[config.mk]
export PLATFORM = sky130hd
export DESIGN_NAME = sbb_alu
export DESIGN_NICKNAME = d
export VERILOG_FILES = /design/src/rtl/sbb_pkg.sv /design/src/rtl/sbb_ripple_core.sv /design/src/rtl/sbb_arith_core.sv /design/src/rtl/sbb_out_stage.sv /design/src/rtl/sbb_alu.sv
export SDC_FILE = /design/constraint.sdc
export NUM_CORES = 1
export LEC_CHECK = 0
export ABC_AREA = 1
export BUFFER_PORTS_ARGS = -buffer_cell sky130_fd_sc_hd__buf_2
export CORE_UTILIZATION = 45
export CTS_BUF_LIST = sky130_fd_sc_hd__clkbuf_4 sky130_fd_sc_hd__clkbuf_8 sky130_fd_sc_hd__clkbuf_16
export CTS_CLUSTER_DIAMETER = 30
export DETAILED_ROUTE_END_ITERATION = 10
export PLACE_DENSITY = 0.8
export SLEW_MARGIN = 20
export SYNTH_ARGS = -nofsm -noshare
export SYNTH_HDL_FRONTEND = slang
export SYNTH_SLANG_ARGS = --single-unit
[constraint.sdc]
create_clock -name clk -period 2 [get_ports clk]
set_clock_uncertainty 0.15 [all_clocks]
set_input_delay 0.1 -clock clk [delete_from_list [all_inputs] [get_ports clk]]
set_output_delay 0.1 -clock clk [all_outputs]
set_load 0.005 [all_outputs]
[src/rtl/sbb_pkg.sv]
package sbb_pkg;
   // borrow structure variants
   localparam int IMPL_RIPPLE = 0;
   localparam int IMPL_ARITH  = 1;

   typedef struct packed {
      logic cy;
      logic ac;
      logic ov;
   } sbb_flags_t;
endpackage

[src/rtl/sbb_ripple_core.sv]
module sbb_ripple_core #(
   parameter int DATA_W = 8,
   parameter int NIB_W  = 4
) (
   input  logic [DATA_W-1:0] op_a,
   input  logic [DATA_W-1:0] op_b,
   input  logic              bin,
   output logic [DATA_W-1:0] dout,
   output sbb_pkg::sbb_flags_t flg
);
   logic [DATA_W:0] brw;

   assign brw[0] = bin;

   for (genvar i = 0; i < DATA_W; i++) begin : g_bit
      assign dout[i]  = op_a[i] ^ op_b[i] ^ brw[i];
      assign brw[i+1] = (~op_a[i] & op_b[i]) | (~(op_a[i] ^ op_b[i]) & brw[i]);
   end

   assign flg.cy = brw[DATA_W];
   assign flg.ac = brw[NIB_W];
   assign flg.ov = brw[DATA_W] ^ brw[DATA_W-1];
endmodule

[src/rtl/sbb_arith_core.sv]
module sbb_arith_core #(
   parameter int DATA_W = 8,
   parameter int NIB_W  = 4
) (
   input  logic [DATA_W-1:0] op_a,
   input  logic [DATA_W-1:0] op_b,
   input  logic              bin,
   output logic [DATA_W-1:0] dout,
   output sbb_pkg::sbb_flags_t flg
);
   localparam int LOW_W = DATA_W - 1;

   logic [DATA_W:0] full_d;
   logic [NIB_W:0]  nib_d;
   logic [LOW_W:0]  low_d;

   assign full_d = {1'b0, op_a} - {1'b0, op_b} - {{DATA_W{1'b0}}, bin};
   assign nib_d  = {1'b0, op_a[NIB_W-1:0]} - {1'b0, op_b[NIB_W-1:0]}
                 - {{NIB_W{1'b0}}, bin};
   assign low_d  = {1'b0, op_a[LOW_W-1:0]} - {1'b0, op_b[LOW_W-1:0]}
                 - {{LOW_W{1'b0}}, bin};

   assign dout   = full_d[DATA_W-1:0];
   assign flg.cy = full_d[DATA_W];
   assign flg.ac = nib_d[NIB_W];
   assign flg.ov = full_d[DATA_W] ^ low_d[LOW_W];
endmodule

[src/rtl/sbb_out_stage.sv]
module sbb_out_stage #(
   parameter int DATA_W = 8
) (
   input  logic                clk,
   input  logic                rst_n,
   input  logic                load,
   input  logic [DATA_W-1:0]   d_in,
   input  sbb_pkg::sbb_flags_t f_in,
   output logic                vld_q,
   output logic [DATA_W-1:0]   d_q,
   output sbb_pkg::sbb_flags_t f_q
);
   always_ff @(posedge clk or negedge rst_n) begin
      if (!rst_n) begin
         vld_q <= 1'b0;
         d_q   <= '0;
         f_q   <= '0;
      end else begin
         vld_q <= load;
         if (load) begin
            d_q <= d_in;
            f_q <= f_in;
         end
      end
   end
endmodule

[src/rtl/sbb_alu.sv]
module sbb_alu #(
   parameter int DATA_W = 8,
   parameter int NIB_W  = 4,
   parameter int IMPL   = sbb_pkg::IMPL_RIPPLE
) (
   input  logic              clk,
   input  logic              rst_n,
   input  logic              in_vld,
   input  logic [DATA_W-1:0] minuend,
   input  logic [DATA_W-1:0] subtrahend,
   input  logic              borrow_in,
   output logic              out_vld,
   output logic [DATA_W-1:0] diff,
   output logic              cy_out,
   output logic              ac_out,
   output logic              ov_out
);
   import sbb_pkg::*;

   if (DATA_W < 2) begin : g_bad_w
      $error("sbb_alu: DATA_W must be at least 2");
   end
   if (NIB_W < 1 || NIB_W >= DATA_W) begin : g_bad_nib
      $error("sbb_alu: NIB_W must lie in 1..DATA_W-1");
   end
   if (IMPL != IMPL_RIPPLE && IMPL != IMPL_ARITH) begin : g_bad_impl
      $error("sbb_alu: unknown IMPL");
   end

   logic [DATA_W-1:0] d_comb;
   sbb_flags_t        f_comb;
   sbb_flags_t        f_reg;

   if (IMPL == IMPL_ARITH) begin : g_arith
      sbb_arith_core #(.DATA_W(DATA_W), .NIB_W(NIB_W)) u_core (
         .op_a (minuend),
         .op_b (subtrahend),
         .bin  (borrow_in),
         .dout (d_comb),
         .flg  (f_comb)
      );
   end else begin : g_ripple
      sbb_ripple_core #(.DATA_W(DATA_W), .NIB_W(NIB_W)) u_core (
         .op_a (minuend),
         .op_b (subtrahend),
         .bin  (borrow_in),
         .dout (d_comb),
         .flg  (f_comb)
      );
   end

   sbb_out_stage #(.DATA_W(DATA_W)) u_out (
      .clk   (clk),
      .rst_n (rst_n),
      .load  (in_vld),
      .d_in  (d_comb),
      .f_in  (f_comb),
      .vld_q (out_vld),
      .d_q   (diff),
      .f_q   (f_reg)
   );

   assign cy_out = f_reg.cy;
   assign ac_out = f_reg.ac;
   assign ov_out = f_reg.ov;
endmodule

==> results_dict.tcl <==
set metrics [dict create \
    status "complete, but fails checks" \
    violations "negative setup slack" \
    netlist.top_cell.by_area "dfrtp_1" \
    rsz0062_at_grt "true" \
    p_int_w 0.000452 \
    final_area_um2 937 \
    mostFrequentLayoutCell "buf_2" \
    cts_max_level 1 \
    avgSynthCellArea_um2 10.2 \
    vias_per_cell 4.52 \
    hold_class "input pin to flip-flop" \
    clkPwrFrac_pct 22.1 \
    yosys-top-cells-area "dfrtp_1, fa_1, nand2_1, inv_1, o21ai_2" \
    drt_iter0_markers 10 \
    slew_violations 0 \
    die_y_um 40.4 \
    synth_cell_type_count 9 \
    drtAntennaViolNets 0 \
    crit_fanout 2 \
    min_period_ns 2.93 \
    overflow 0 \
    ioPinCount 32 \
    critPathSlowestCell "fa_2" \
    seq_area_frac_synth_pct 45.2 \
    place_congestion 0.735 \
    drt_pass1_iterations 4 \
    syn_nets 93 \
    portBuffers 31 \
    drive_above_1_share_pct 56.3 \
    cts_buffers 3 \
    crit_chain "buf_6 > inv_4 > fa_2 > inv_2 > fa_2 > fa_2 > inv_2 > fa_2 > fa_2 > inv_2 > fa_2 > fa_2 > inv_2 > fa_2 > nand2_1 > nand2_1" \
    antenna_found_initial 0 \
    hold_violations 0 \
    placed_cell_area_um2 857 \
    cts_buffer_depth 2 \
    crit_type "input pin to flip-flop" \
    grtUsageTotal_pct 18.5 \
    fin_crit_sh_pct 147 \
    synth_seq_cells 12 \
    crit_path_end_kind "flip-flop" \
    wl_um 1210 \
    p_seq_share_pct 47.4 \
    p_comb_share_pct 30.5 \
    avgRoutedWirePerCell_um 10.2 \
    tightest_slew_ns 0.317 \
    instances_no_fill 118 \
    drv_cap 0 \
    grt_max_degree 18 \
    grt_first_pass_wirelength_um 1850 \
    cts_sinks 12 \
    cts_tree "done" \
    area_delta_synth_final_pct 41.1 \
    power_density_nw_per_um2 674 \
    required_ns 2.01 \
    setup_tns_ns -3.36 \
    dpl.hpwl_um 951 \
    timing.slew.headroom_pct 78.9 \
    p_sw_w 0.000180 \
    nets 133 \
    drc 0 \
    clk_pin_slew_ns 0.07 \
    final.setup.worst_slack_ns -0.932 \
    fin_util_pct 70.3 \
    start_util_pct 49.8 \
    cpPeakStageDelay_ns 0.42 \
    dieArea_um2 1630 \
    cts_root_buffer "clkbuf_4" \
    synth.top_cell.area_share_pct 45.2 \
    r2r_cells 2 \
    core_area_um2 1330 \
    p_sw_share_pct 28.5 \
    whs_path_depth 3 \
    ys_warn_count 0 \
    layout_common_cells "buf_2, nand2_1, dfrtp_1" \
    arrival_ns 2.94 \
    diodes 0 \
    dp.cells 112 \
    p_leak_nw 0.513 \
    syn_area_um2 664 \
    grt_pass1_vias 460 \
    setup_viol 5 \
    vias 533 \
    clock_latency_ns 0.26 \
    cp-start-kind "input pin" \
    max_freq_mhz 341 \
    syn_inst 65 \
    irDropWorstVdd_uv 440 \
    crit_top_cell "fa_2" \
    num_rows 13 \
    die_x_um 40.4 \
]
## layout make-up
cell class / count / area, um2
clock buffers: 3 / 22.5
fillers: 98 / 397
inverters: 15 / 58.8
multi-input cells: 37 / 317
flip-flops and latches: 12 / 300
well taps: 15 / 18.8
repair buffers: 36 / 220
## critical path: cells and delay by family
kind | cells | cell delay, ns
and+or+nand+nor | 2 | 0.12
buffers and inverters | 6 | 0.35
adders and majority gates | 8 | 2.39
## state kept, by name (all words and copies together) (netlist names)
name / flops
u_out.d_q: 8
u_out.f_q: 3
u_out.vld_q: 1
## power groups by stage
| stage | clock network [W] | logic, W | registers, W |
|---|---|---|---|
| after global routing | 0.000167 | 0.000220 | 0.000305 |
| after detailed placement | 0 | 0.000180 | 0.000304 |
| after floorplan | 0 | 0.0000910 | 0.000308 |
| after global placement | 0 | 0.000173 | 0.000302 |
| after CTS | 0.000147 | 0.000194 | 0.000300 |
| final | 0.000140 | 0.000192 | 0.000299 |
## final timing paths
check,from,end,slack (ns)
max,subtrahend[0],u_out.d_q[7],-0.93
min,subtrahend[6],u_out.d_q[6],0.05
max reg2reg,u_out.f_q[1],u_out.f_q[1],1.22
min reg2reg,u_out.d_q[7],u_out.d_q[7],0.32
max in group asynchronous,rst_n,u_out.d_q[5],1.42
min in group asynchronous,rst_n,u_out.f_q[2],0.08
## per-layer routing
layer  vias up  track usage (%)  part of all wire (%)
met5         -                0                     0
met4         0             5.00                     0
met3         0             8.33                   8.0
met2        22             32.9                    59
met1       248             19.3                    32
li1        263                -                     -
## metrics by stage
step                total power [W]  hold slack [ns]  setup slack (ns)
floorplan                  0.000399           -0.346             -1.06
global placement           0.000475           -0.165             -1.22
detailed placement         0.000484           -0.165             -1.27
CTS                        0.000641           0.0585            -0.940
global route               0.000692           0.0434             -1.02
finish                     0.000631           0.0550            -0.932
## repair_timing
| item | in CTS | in global routing |
|---|---|---|
| gates cloned | 0 | 0 |
| hold buffers | 2 | 0 |
| setup buffers | 1 | 0 |
| gates resized for setup | 10 | 2 |
| pin swaps | 2 | 5 |
| endpoints found under the hold margin | 17 | 0 |
| endpoints found under the setup margin | 6 | 6 |
## kinds of logic (layout without fill, tap and decap cells)
| family | after synthesis | count (layout) | synth area share (%) |
|---|---|---|---|
| flip-flops | 12 | 12 | 45.2 |
| AND/OR/NAND/NOR | 23 | 23 | 13.2 |
| adder cells (fa/ha/maj) | 8 | 8 | 24.1 |
| AO/OA/AOI/OAI | 6 | 6 | 7.34 |
| buffers and inverters | 16 | 54 | 10.2 |
## synth_stat cells
master / n
buf_6: 1
dfrtp_1: 12
fa_1: 8
inv_1: 14
inv_2: 1
nand2_1: 22
nand3_1: 1
o21ai_0: 1
o21ai_2: 5
Note: power is estimated with default switching activity, not from simulation.
